==> config.mk <==
export PLATFORM = sky130hd
export DESIGN_NAME = pkt_word_framer
export DESIGN_NICKNAME = d
export VERILOG_FILES = /design/src/rtl/pwf_pkg.sv /design/src/rtl/pwf_split.sv /design/src/rtl/pwf_pack.sv /design/src/rtl/pkt_word_framer.sv
export SDC_FILE = /design/constraint.sdc
export NUM_CORES = 1
export LEC_CHECK = 0
export BUFFER_PORTS_ARGS = -buffer_cell sky130_fd_sc_hd__buf_2
export CAP_MARGIN = 30
export CORE_UTILIZATION = 25
export DETAILED_ROUTE_END_ITERATION = 10
export PLACE_DENSITY = 0.47
export RECOVER_POWER = 50
export SLEW_MARGIN = 15
export SYNTH_ARGS = -nofsm -noshare
export SYNTH_HDL_FRONTEND = slang
export SYNTH_HIERARCHICAL = 1
export SYNTH_SLANG_ARGS = --single-unit
==> constraint.sdc <==
create_clock -name clk -period 8.7 [get_ports clk]
set_clock_uncertainty 0.1 [all_clocks]
set_input_delay 1.74 -clock clk [delete_from_list [all_inputs] [get_ports clk]]
set_output_delay 1.74 -clock clk [all_outputs]
set_load 0.01 [all_outputs]
==> src/rtl/pwf_pkg.sv <==
package pwf_pkg;
  localparam int INSN_W = 32;
  localparam int SUB_W  = 13;

  localparam logic [1:0] PB_DUP  = 2'b00;
  localparam logic [1:0] PB_LOOP = 2'b10;
  localparam logic [1:0] PB_END  = 2'b11;

  typedef enum logic [1:0] {
    K_NONE = 2'd0,
    K_WORD = 2'd1,
    K_SUB  = 2'd2,
    K_LOOP = 2'd3
  } kind_e;

  typedef enum logic [2:0] {
    G_L1 = 3'd0,
    G_L2 = 3'd1,
    G_S1 = 3'd2,
    G_S2 = 3'd3,
    G_A  = 3'd4,
    G_NA = 3'd7
  } grp_e;

  typedef struct packed {
    kind_e              kind;
    grp_e               grp;
    logic [INSN_W-1:0]  data;
  } entry_t;

  typedef struct packed {
    grp_e lo_grp;  // half in bits [12:0]
    grp_e hi_grp;  // half in bits [28:16]
  } gpair_t;

  function automatic gpair_t class_groups(input logic [3:0] cls);
    gpair_t g;
    case (cls)
      4'h0: g = '{G_L1, G_L1};
      4'h1: g = '{G_L2, G_L1};
      4'h2: g = '{G_L2, G_L2};
      4'h3: g = '{G_A,  G_A };
      4'h4: g = '{G_L1, G_A };
      4'h5: g = '{G_L2, G_A };
      4'h6: g = '{G_S1, G_A };
      4'h7: g = '{G_S2, G_A };
      4'h8: g = '{G_S1, G_L1};
      4'h9: g = '{G_S1, G_L2};
      4'hA: g = '{G_S1, G_S1};
      4'hB: g = '{G_S2, G_S1};
      4'hC: g = '{G_S2, G_L1};
      4'hD: g = '{G_S2, G_L2};
      4'hE: g = '{G_S2, G_S2};
      default: g = '{G_NA, G_NA};
    endcase
    return g;
  endfunction
endpackage

==> src/rtl/pwf_split.sv <==
module pwf_split
  import pwf_pkg::*;
(
  input  logic [INSN_W-1:0] word,
  output entry_t            first_e,
  output entry_t            second_e,
  output logic              dup,
  output logic              bad_cls
);
  logic [3:0] cls;
  gpair_t     gp;

  always_comb begin
    cls      = {word[31:29], word[13]};
    gp       = class_groups(cls);
    dup      = (word[15:14] == PB_DUP);
    bad_cls  = dup && (cls == 4'hF);
    first_e  = '0;
    second_e = '0;
    if (dup) begin
      first_e.kind  = K_SUB;
      first_e.grp   = bad_cls ? G_NA : gp.hi_grp;
      first_e.data  = {{(INSN_W-SUB_W){1'b0}}, word[16 +: SUB_W]};
      second_e.kind = K_SUB;
      second_e.grp  = bad_cls ? G_NA : gp.lo_grp;
      second_e.data = {{(INSN_W-SUB_W){1'b0}}, word[0 +: SUB_W]};
    end else begin
      first_e.kind  = K_WORD;
      first_e.grp   = G_NA;
      first_e.data  = word;
    end
  end
endmodule

==> src/rtl/pwf_pack.sv <==
module pwf_pack
  import pwf_pkg::*;
#(
  parameter  int MAXW = 4,
  localparam int NWW  = $clog2(MAXW + 1),
  localparam int NE   = 2 * MAXW + 1,
  localparam int CW   = $clog2(NE + 1)
) (
  input  entry_t           first_e  [MAXW],
  input  entry_t           second_e [MAXW],
  input  logic [MAXW-1:0]  dup,
  input  logic [NWW-1:0]   nwords,
  input  logic             lp0,
  input  logic             lp1,
  output entry_t           list [NE],
  output logic [CW-1:0]    count
);
  logic             has_loop;
  logic [INSN_W-1:0] loop_code;

  always_comb begin
    has_loop  = 1'b0;
    loop_code = '0;
    if (nwords == NWW'(2)) begin
      has_loop = lp0;
    end else if (nwords >= NWW'(3)) begin
      has_loop = lp0 | lp1;
      if (lp0 && lp1)  loop_code = INSN_W'(2);
      else if (lp1)    loop_code = INSN_W'(1);
    end
  end

  always_comb begin
    int pos;
    pos = 0;
    for (int k = 0; k < NE; k++) list[k] = '0;
    for (int i = 0; i < MAXW; i++) begin
      if (NWW'(i) < nwords) begin
        list[pos] = first_e[i];
        pos++;
        if (dup[i]) begin
          list[pos] = second_e[i];
          pos++;
        end
      end
    end
    if (has_loop) begin
      list[pos].kind = K_LOOP;
      list[pos].grp  = G_NA;
      list[pos].data = loop_code;
      pos++;
    end
    count = CW'(pos);
  end
endmodule

==> src/rtl/pkt_word_framer.sv <==
module pkt_word_framer
  import pwf_pkg::*;
#(
  parameter  int MAXW = 4,
  localparam int NWW  = $clog2(MAXW + 1),
  localparam int NE   = 2 * MAXW + 1,
  localparam int EW   = $bits(entry_t),
  localparam int CW   = $clog2(NE + 1)
) (
  input  logic               clk,
  input  logic               rst,
  input  logic               in_valid,
  output logic               in_ready,
  input  logic [INSN_W-1:0]  in_word,
  input  logic               in_last,
  output logic               out_valid,
  output logic               out_short,
  output logic               out_illegal,
  output logic [NWW-1:0]     out_words,
  output logic [NWW+1:0]     out_bytes,
  output logic [CW-1:0]      out_count,
  output logic [NE*EW-1:0]   out_list
);
  logic [INSN_W-1:0] words_q [MAXW];
  logic [INSN_W-1:0] nxt     [MAXW];
  logic [NWW-1:0]    cnt_q;
  logic [NWW-1:0]    nwords;
  logic              rdy_q;

  entry_t            first_e  [MAXW];
  entry_t            second_e [MAXW];
  logic [MAXW-1:0]   dup;
  logic [MAXW-1:0]   bad;
  entry_t            list [NE];
  logic [CW-1:0]     count;
  logic              lp0, lp1;
  logic              illegal_any;
  logic              acc, end_w, full, close;

  assign in_ready = rdy_q;
  assign acc      = in_valid && rdy_q;
  assign nwords   = cnt_q + 1'b1;
  assign end_w    = (in_word[15:14] == PB_END) || (in_word[15:14] == PB_DUP);
  assign full     = (nwords == NWW'(MAXW));
  assign close    = acc && (end_w || in_last || full);

  // word window as it stands once the incoming word is added
  always_comb begin
    for (int i = 0; i < MAXW; i++)
      nxt[i] = (NWW'(i) == cnt_q) ? in_word : words_q[i];
  end

  for (genvar gi = 0; gi < MAXW; gi++) begin : g_split
    pwf_split u_split (
      .word     (nxt[gi]),
      .first_e  (first_e[gi]),
      .second_e (second_e[gi]),
      .dup      (dup[gi]),
      .bad_cls  (bad[gi])
    );
  end

  assign lp0 = (nxt[0][15:14] == PB_LOOP);
  if (MAXW > 1) begin : g_lp1
    assign lp1 = (nxt[1][15:14] == PB_LOOP);
  end else begin : g_no_lp1
    assign lp1 = 1'b0;
  end

  always_comb begin
    illegal_any = 1'b0;
    for (int i = 0; i < MAXW; i++)
      if (NWW'(i) < nwords && bad[i]) illegal_any = 1'b1;
  end

  pwf_pack #(.MAXW(MAXW)) u_pack (
    .first_e  (first_e),
    .second_e (second_e),
    .dup      (dup),
    .nwords   (nwords),
    .lp0      (lp0),
    .lp1      (lp1),
    .list     (list),
    .count    (count)
  );

  always_ff @(posedge clk) begin
    if (acc && !close) words_q[cnt_q] <= in_word;
  end

  always_ff @(posedge clk) begin
    if (rst) begin
      rdy_q       <= 1'b0;
      cnt_q       <= '0;
      out_valid   <= 1'b0;
      out_short   <= 1'b0;
      out_illegal <= 1'b0;
      out_words   <= '0;
      out_bytes   <= '0;
      out_count   <= '0;
      out_list    <= '0;
    end else begin
      rdy_q     <= 1'b1;
      out_valid <= 1'b0;
      if (acc) begin
        if (close) begin
          cnt_q     <= '0;
          out_valid <= 1'b1;
          if (!end_w) begin
            out_short   <= 1'b1;
            out_illegal <= 1'b0;
            out_words   <= '0;
            out_bytes   <= '0;
            out_count   <= '0;
            out_list    <= '0;
          end else begin
            out_short   <= 1'b0;
            out_illegal <= illegal_any;
            out_words   <= nwords;
            out_bytes   <= {nwords, 2'b00};
            out_count   <= count;
            for (int k = 0; k < NE; k++) out_list[k*EW +: EW] <= list[k];
          end
        end else begin
          cnt_q <= nwords;
        end
      end
    end
  end
endmodule

* After elaboration in Yosys (flattened, before gate mapping)
Memory sizes are Yosys's and may differ from the RTL's. Index checks and enable logic that the tools add are counted.
Storage, ports and cells: bits in registers 352, bits in latches 0, bits in writable memories 128, memory bits (read-only) 384, output and inout port bits 349, logic and storage cells 178, memories kept 5
Operators by class: add/subtract/negate cells 8, $mul 0, divide/modulo/power cells 0, magnitude comparators 19, equal/unequal tests 12, shift operators 0, mux-type cells 85, bitwise logic cells 9, reduce and logical (&&, ||, !) cells 31
Memory list:
- words_q | depth 4, width 32, rd ports 4, clocked after memory_dff 0, wr ports 1, line pkt_word_framer.sv:24 | logic [INSN_W-1:0] words_q [MAXW];
- (no name shown) | depth 16, width 6, rd ports 1, clocked after memory_dff 0, wr ports 0, line pwf_pkg.sv:38 | case (cls)
- (no name shown) | depth 16, width 6, rd ports 1, clocked after memory_dff 0, wr ports 0, line pwf_pkg.sv:38
- (no name shown) | depth 16, width 6, rd ports 1, clocked after memory_dff 0, wr ports 0, line pwf_pkg.sv:38
- (no name shown) | depth 16, width 6, rd ports 1, clocked after memory_dff 0, wr ports 0, line pwf_pkg.sv:38
Operator list (count):
- bitwise mux 333 bit | 9
- 2-to-1 mux 333 bit | 8
- demux 37 bit (select 4 bit) | 9
- 2-to-1 mux 37 bit | 15
- 2-to-1 mux 32 bit | 15
- greater-or-equal comparator 32 x 5 -> 1 bit (second input constant) | 7
- less-than comparator 32 x 1 -> 1 bit (second input constant) | 7
- NOT 32 bit | 7
- adder 32 x 2 -> 32 bit (second input constant) | 6
- 2-to-1 mux 74 bit | 1
- 2-to-1 mux 35 bit | 1
- 2-to-1 mux 3 bit | 10
- logical AND 1 bit | 19
- == test 4 bit (second input constant) | 4
- 2-to-1 mux 1 bit | 13
- zero test 2 bit | 5
- 2-to-1 mux 4 bit | 2
- == test 2 bit (second input constant) | 3
- == test 2 x 3 -> 1 bit (first input constant) | 2
- less-than comparator 1 x 3 -> 1 bit (first input constant) | 2
- less-than comparator 2 x 3 -> 1 bit (first input constant) | 2
- 2-to-1 mux 5 bit | 1
- adder 4 x 2 -> 4 bit (second input constant) | 1
- adder 3 x 1 -> 3 bit (second input constant) | 1
- 12 further kinds | 14

* Depth between registers and ports, before layout
Gate-level depths: netlist of the first run.
depth after elaboration 27, gate-level depth with buffers 34, gate-level depth less buffers 25

* Cells and area by module
Netlist of the first run, hierarchy kept.
By module, submodules not included:
- pkt_word_framer | instances 1, cells an instance 1466, area an instance 16970.0 sq um, sequential area each 10790.3 sq um
- pwf_pack | instances 1, cells an instance 2523, area an instance 15053.2 sq um, sequential area each 0.0 sq um
- pwf_split (g_split[0].u_split ...) | instances 2, cells an instance 98, area an instance 716.9 sq um, sequential area each 0.0 sq um
- pwf_split (g_split[1].u_split) | instances 1, cells an instance 98, area an instance 710.7 sq um, sequential area each 0.0 sq um
- pwf_split (g_split[3].u_split) | instances 1, cells an instance 98, area an instance 704.4 sq um, sequential area each 0.0 sq um

* Worst setup path before layout of the first run
Ideal clock, no wire load.
path type input -> register, start in in_word[14], end reg out_list[10], arrival 7056 ps, required time 8472 ps, path slack 1416 ps, cell stages on the path 29, buffers on the path 9, cell sequence mux2_2 > or2_1 > buf_6 > inv_4 > buf_4 > o211a_4 > clkbuf_1 > clkbuf_1 > clkbuf_1 > nor2_1 > ha_1 > and2_1 > buf_2 > xnor3_1 > o21a_4 > inv_2 > ha_1 > nor2b_1 > and3_1 > nand2b_1 > nor3_2 > buf_2 > nand3_1 > o21ai_2 > buf_2 > clkbuf_1 > a211oi_1 > a22oi_1 > nor2_1
RTL lines:
- start: declaration | line pkt_word_framer.sv:14 | input logic [INSN_W-1:0] in_word,
- end signal: assignment | line pkt_word_framer.sv:101 | out_list <= '0;
- end signal: assignment | line pkt_word_framer.sv:115 | out_list <= '0;
- end: declaration | line pkt_word_framer.sv:22 | output logic [NE*EW-1:0] out_list

==> results of run 1 <==
[routing by layer]
layer / routed length (um) / vias up / GRT usage, %
li1: - / 15900 / -
met1: 76800 / 17600 / 32.5
met2: 85600 / 1987 / 41.1
met3: 15800 / 402 / 4.88
met4: 8430 / 2 / 10.1
met5: 12 / - / 0
[sequential cells by signal (all words and copies together) (netlist names)]
register / cells
in_ready: 1
out_count: 4
cnt_q: 3
out_words: 3
words_q: 128
out_list: 333
out_illegal: 1
out_valid: 1
out_short: 1
[cells by family (layout without fill, tap and decap cells)]
family / count (synthesis) / count (layout)
DFF: 475 / 475
AOI/OAI and AO/OA: 1331 / 1331
and+or+nand+nor: 1368 / 1368
adders and majority gates: 32 / 32
muxes: 444 / 444
buffers and inverters: 710 / 719
other: 5 / 83
xor gates and xnor gates: 16 / 16
[cell type report]
cell class,count,area share (%)
repair buffers,576,8.19
flip-flops and latches,475,27.1
clock inverters,24,0.630
diodes,1,0.00630
multi-input cells,3273,53.5
clock buffers,88,4.40
inverters,31,0.305
well taps,1863,5.86
[cell usage after synthesis (18+ instances only)]
master / n
nor2_1: 628
inv_1: 26
nand3_1: 201
a21oi_1: 278
clkbuf_1: 334
a22oi_1: 482
dfxtp_1: 347
clkbuf_2: 34
buf_2: 140
edfxtp_1: 128
ha_1: 32
a211o_1: 22
a221oi_1: 40
mux2_2: 181
buf_1: 62
and2_1: 122
o21ai_0: 52
and3_1: 63
nor3_1: 18
nand2_1: 265
a211oi_1: 283
o22ai_1: 78
buf_4: 98
mux2i_1: 259
[through the flow]
| step | instance area, sq um | instances | power [mW] | hold WS [ps] | worst slack [ps] |
|---|---|---|---|---|---|
| after floorplan | 35200 | 4458 | 2.76 | 378 | 1420 |
| after global placement | 38000 | 6205 | 2.95 | 348 | 762 |
| after detailed placement | 38100 | 6214 | 2.96 | 346 | 745 |
| after CTS | 40100 | 6326 | 5.56 | 358 | 1420 |
| after global routing | 39700 | 6330 | 5.71 | 387 | 779 |
| final | 39700 | 6331 | 5.53 | 359 | 1060 |
[worst max-delay path, cell delays in order]
cell and delay [ps]:
clkbuf_1 210, mux2_2 360, or2_1 320, inv_4 210, mux2i_1 120, o22ai_1 360, ha_1 520, xnor3_1 490
o21a_4 280, inv_2 120, ha_1 200, nor2b_1 180, nand2_1 70, mux2i_1 350, or3_1 220, a41oi_1 80
nor3_2 560, buf_4 310, nor3_4 70, buf_12 190, a211oi_1 630, buf_4 250, a22oi_1 60, nor2_1 120
[how the worst max path moves through the flow]
stage	startpoint	to	slack, ps	cells past startpoint
floorplan	in_word[14]	out_list[10]	1420	29
global placement	in_word[14]	out_list[76]	760	23
detailed placement	in_word[14]	out_list[76]	750	23
CTS	in_word[14]	out_list[76]	1420	23
global route	in_word[14]	out_list[116]	780	26
finish	in_word[14]	out_list[66]	1060	24
[report_power, final]
group | total (mW) | switching [mW] | internal, mW | leakage, nW
Clock | 2.58 | 1.10 | 1.49 | 0.972
Combinational | 0.658 | 0.477 | 0.181 | 8.03
Sequential | 2.29 | 0.00903 | 2.28 | 3.95
Total | 5.53 | 1.58 | 3.95 | 13.0
==> impl_metrics.csv, run 1 <==
group,metric,value,unit
status,outcome,"finished, violations left",
status,violations,"max-capacitance violations, max-slew violations",
logic_synthesis,ys_seq_elements,475,
layout,final_cell_mix,"614 x nor2_1, 482 x a22oi_1, 385 x clkbuf_1",
timing,maxSlewViolCount,83,
logic_synthesis,avgSynthCellArea,7.96,sq um
floorplan,coreArea,138000,sq um
floorplan,die_y,375,um
cts,cts_tree,"done",
cts,clk_pin_slew,60,ps
layout,final_common_cell,"nor2_1",
global_route,grt_pass1_wl,260000,um
route,drcViolationCount,0,
floorplan,floorplan.initialDensity,25.3,%
global_route,antenna_found_initial,14,
power,power.density,139,nW/um^2
power,p_leak,13.0,nW
route,final_antenna_net_count,0,
logic_synthesis,synth.area.top_cells,"dfxtp_1 20%, edfxtp_1 11%, a22oi_1 10%",
min_path,hp-start,"out_short",
setup_path,r2r-end,"out_list[66]",
route,vias,35900,
timing,fin_crit_sh,87.8,%
layout,post-route-util,28.8,%
logic_synthesis,synth_top_area_share,19.9,%
route,drt_wl_total,187000,um
logic_synthesis,synthSimpleGateAreaFrac,17.8,%
setup_path,r2r_cells,26,
global_route,grt_start_max_net_pins,168,
global_route,grt_pass1_vias,33100,
floorplan,io_pins,385,
logic_synthesis,synth_edf_count,128,
logic_synthesis,synth_warnings,6,
logic_synthesis,synth_compound_area_share,26.5,%
cts,clk_latency,670,ps
layout,syn2layout_area_growth,14.0,%
route,avgViaCountPerCell,5.67,
placed_design,place.gp.congestion,0.972,
timing,rsz0062_at_grt,"false",
setup_path,start_kind,"input pin",
layout,regArea,10800,sq um
power,ir_worst_vdd,142,uV
cts,root_buffer,"clkbuf_16",
layout,fillers,15100,
setup_path,worstSetupEndpointType,"register",
timing,slew_headroom,-149,%
placed_design,place_hpwl,134000,um
setup_path,worstSetupPathType,"input pin to register",
layout,drive_gt1_share,12.6,%
timing,finalSetupTns,0,ps
floorplan,die_x,375,um
floorplan,std_cell_rows,136,
setup_path,cp_max_fo,37,
logic_synthesis,yosysSeqAreaShare,30.9,%
floorplan,dieArea,141000,sq um
cts,cts_resized,0,
route,wl_per_cell,29.5,um
cts,clock_sinks,475,
layout,nets,4484,
logic_synthesis,synth-xor-area-share,0.549,%
global_route,grt_usage,25.2,%
setup_path,arrival,8150,ps
logic_synthesis,synth_top_flop_cell,"dfxtp_1",
timing,layout_min_cycle_time,7640,ps
route,drt_pass1_iterations,7,
setup_path,worst-r2r-setup-slack,1190,ps
logic_synthesis,synthMuxAreaShare,13.4,%
logic_synthesis,async_flop_share,0,%
timing,finalSetupViolations,0,
min_path,worstHoldEndpoint,"out_short",
cts,clock_path_buffers,3,
logic_synthesis,post_synth_inst_count,4381,
logic_synthesis,syn-cell-area,34900,sq um
placed_design,port_buffers,382,
min_path,min_path_cells,2,
global_route,overflow,0,
cts,cts_setup_buffers,0,
logic_synthesis,synth_top_family_by_area,"compound AO/OA/AOI/OAI gates",
logic_synthesis,synth_cell_type_count,84,
flow_run,maxCapViolations,1,
cts,cts_htree_levels,2,
route,drt_iter0_drc,4743,
cts,cts_hold_buf,0,
timing,final_hold_viol_count,0,
layout,multi_input_area,21200,sq um
setup_path,required,9210,ps
setup_path,worstReg2RegStart,"cnt_q[1]",
timing,fmaxAchievable,0.131,GHz
logic_synthesis,synthAdderAreaFrac,1.15,%
timing,tightest_slew,3740,ps
min_path,hold_path_class,"register to register",
logic_synthesis,synth_top_area_cell,"dfxtp_1",
cts,numCtsBuffers,59,
Note: power is estimated with default switching activity, not from simulation.
==> inputs of run 2 (changes only) <==
Settings changed: REMOVE_ABC_BUFFERS set to 1, SETUP_SLACK_MARGIN set to 0.3, SYNTH_HIERARCHICAL 1 to unset.
==> impl_metrics.csv, run 2 <==
group,metric,value,unit
status,outcome,"finished, violations left",
status,violations,"max-capacitance violations, max-slew violations",
route,drt_wl_total,160000,um
layout,final_cell_mix,"450 x nand2_1, 384 x clkbuf_1, 347 x dfxtp_1",
layout,syn2layout_area_growth,24.2,%
logic_synthesis,synth_top_area_cell,"dfxtp_1",
setup_path,slowest_stage,"a2bb2oi_2",
timing,worst_slack,1060,ps
placed_design,dp_slack,897,ps
placed_design,port_buffers,382,
logic_synthesis,synth_top_flop_cell,"dfxtp_1",
route,drcViolationCount,0,
placed_design,place.gp.congestion,1.02,
logic_synthesis,synth_warnings,0,
logic_synthesis,yosysSeqAreaShare,39.2,%
timing,maxSlewViolCount,26,
logic_synthesis,async_flop_share,0,%
timing,fmaxAchievable,0.131,GHz
timing,final_hold_viol_count,0,
global_route,gr-max-usage-layer,"met2",
layout,post-route-util,31.4,%
timing,layout_min_cycle_time,7640,ps
setup_path,required,9220,ps
cts,cts_setup_buffers,0,
setup_path,worstSetupPathType,"input pin to register",
cts,root_buffer,"clkbuf_16",
timing,hold_ws,348,ps
logic_synthesis,synth_edf_count,128,
setup_path,critPathMaxStageDelay,630,ps
layout,largestRegisters,"out_list x333, words_q x128, out_count x4",
route,final_antenna_net_count,0,
logic_synthesis,synth.area.top_cells,"dfxtp_1 25%, edfxtp_1 14%, mux2i_1 6.5%",
layout,drive_gt1_share,14.4,%
floorplan,dieArea,111000,sq um
floorplan,std_cell_rows,121,
route,drt_pass1_iterations,6,
logic_synthesis,post_synth_inst_count,3204,
placed_design,place_inst,5012,
setup_path,crit_path_frequent_cell,"buf_4",
cts,clk_pin_slew,70,ps
setup_path,arrival,8150,ps
global_route,met3_usage,4.88,%
timing,finalSetupViolations,0,
placed_design,place_hpwl,122000,um
global_route,grt_pass1_wl,222000,um
floorplan,die_y,334,um
layout,final_common_cell,"nand2_1",
floorplan,die_x,334,um
cts,cts_hold_buf,0,
setup_path,worstSetupEndpointType,"register",
power,ir_worst_vdd,161,uV
flow_run,maxCapViolations,1,
global_route,antenna_found_initial,13,
floorplan,floorplan.initialDensity,25.3,%
cts,numCtsBuffers,55,
setup_path,path_cells,"clkbuf_1 > clkbuf_1 > nor2_1 > mux2_4 > xnor2_1 > a21boi_2 > inv_2 > ha_1 > or2_2 > mux2i_1 > o211ai_1 > ha_1 > or3_1 > buf_4 > o211ai_2 > nand4_1 > a2bb2oi_2 > buf_4 > nor4_1 > buf_4 > a21oi_1 > buf_4 > a32o_1",
power,power.density,159,nW/um^2
route,drt_iter0_drc,3655,
cts,clock_sinks,475,
timing,tightest_slew,1720,ps
power,power,5.45,mW
layout,nets,3723,
route,vias,30100,
route,wl_per_cell,31.3,um
logic_synthesis,synth_top_area_share,25.2,%
layout,fin_cells,5119,
cts,cts_resized,0,
setup_path,cp_max_fo,13,
logic_synthesis,ys_seq_elements,475,
cts,clk_latency,690,ps
global_route,grt_usage,27.6,%
global_route,use_met2,42.8,%
global_route,grt_start_max_net_pins,190,
power,p_leak,12.0,nW
logic_synthesis,synth_cell_type_count,100,
timing,slew_headroom,-14.9,%
global_route,overflow,0,
route,avgViaCountPerCell,5.88,
logic_synthesis,ys_top_cells_by_count,"451 x nand2_1, 347 x dfxtp_1, 275 x o21ai_0",
timing,rsz0062_at_grt,"false",
global_route,grt_pass1_vias,28100,
logic_synthesis,syn-cell-area,27500,sq um
min_path,hold_path_class,"register to register",
setup_path,start_kind,"input pin",
cts,clock_path_buffers,3,
timing,fin_crit_sh,87.8,%
cts,cts_tree,"done",
logic_synthesis,avgSynthCellArea,8.59,sq um
floorplan,io_pins,385,
cts,cts_htree_levels,2,
global_route,gr-usage-met1,36.6,%
layout,largest_reg_flops,333,
layout,largest-register,"out_list",
logic_synthesis,yosysMostFrequentCell,"nand2_1",
floorplan,coreArea,109000,sq um
-- run 2: final cells by class --
type	count	area [sq um]
fill	11700	74800
inverter	40	150
multi-input combinational	2407	15500
sequential	475	10800
antenna	4	10.0
clock buffer	81	1680
timing repair buffer	676	3940
tap	1414	1770
clock inverter	22	308
-- run 2: power breakdown --
group | internal, mW | switching (mW) | total (mW)
sequential | 2.28 | 0.0113 | 2.30
combinational | 0.174 | 0.418 | 0.592
clock | 1.49 | 1.07 | 2.56
-- run 2: worst max-delay path, delay by kind of cell --
family                     cells  cell delay (ps)
buffers and inverters          7             1740
xor gates and xnor gates       1              190
muxes                          2              790
and+or+nand+nor                5             1130
adders and majority gates      2              660
AOI/OAI and AO/OA              6             1860
-- run 2: logic make-up (layout without fill, tap and decap cells) --
family / count (synthesis) / count (layout) / synth area share (%)
AOI/OAI and AO/OA: 1207 / 1207 / 30.1
xor gates and xnor gates: 16 / 16 / 0.591
adders and majority gates: 34 / 34 / 1.53
buffers and inverters: 323 / 819 / 5.00
DFF: 475 / 475 / 39.2
muxes: 220 / 220 / 8.67
other: 1 / 6 / 0.0136
and+or+nand+nor: 928 / 928 / 14.9
-- run 2: worst paths after layout --
| path | start | endpoint | slack, ps | cells past startpoint |
|---|---|---|---|---|
| setup reg to reg | cnt_q[0] | out_list[271] | 1710 | 23 |
| setup / recovery | in_word[15] | out_list[271] | 1060 | 23 |
| hold reg to reg | out_list[289] | out_list[289] | 350 | 2 |
| hold / removal | out_list[289] | out_list[289] | 350 | 2 |
-- run 2: layer usage --
layer  vias to the layer above  share of wire (%)
met1                     15000                 42
met3                       326                8.8
met5                         -              0.039
met2                      1673                 44
li1                      13200                  -
met4                        10                5.5
-- run 2: per-stage QoR --
stage	instance area, sq um	setup TNS, ps
after CTS	34700	0
final	34200	0
after detailed placement	32700	0
after floorplan	26300	-2136680
after global routing	34200	0
after global placement	32600	0
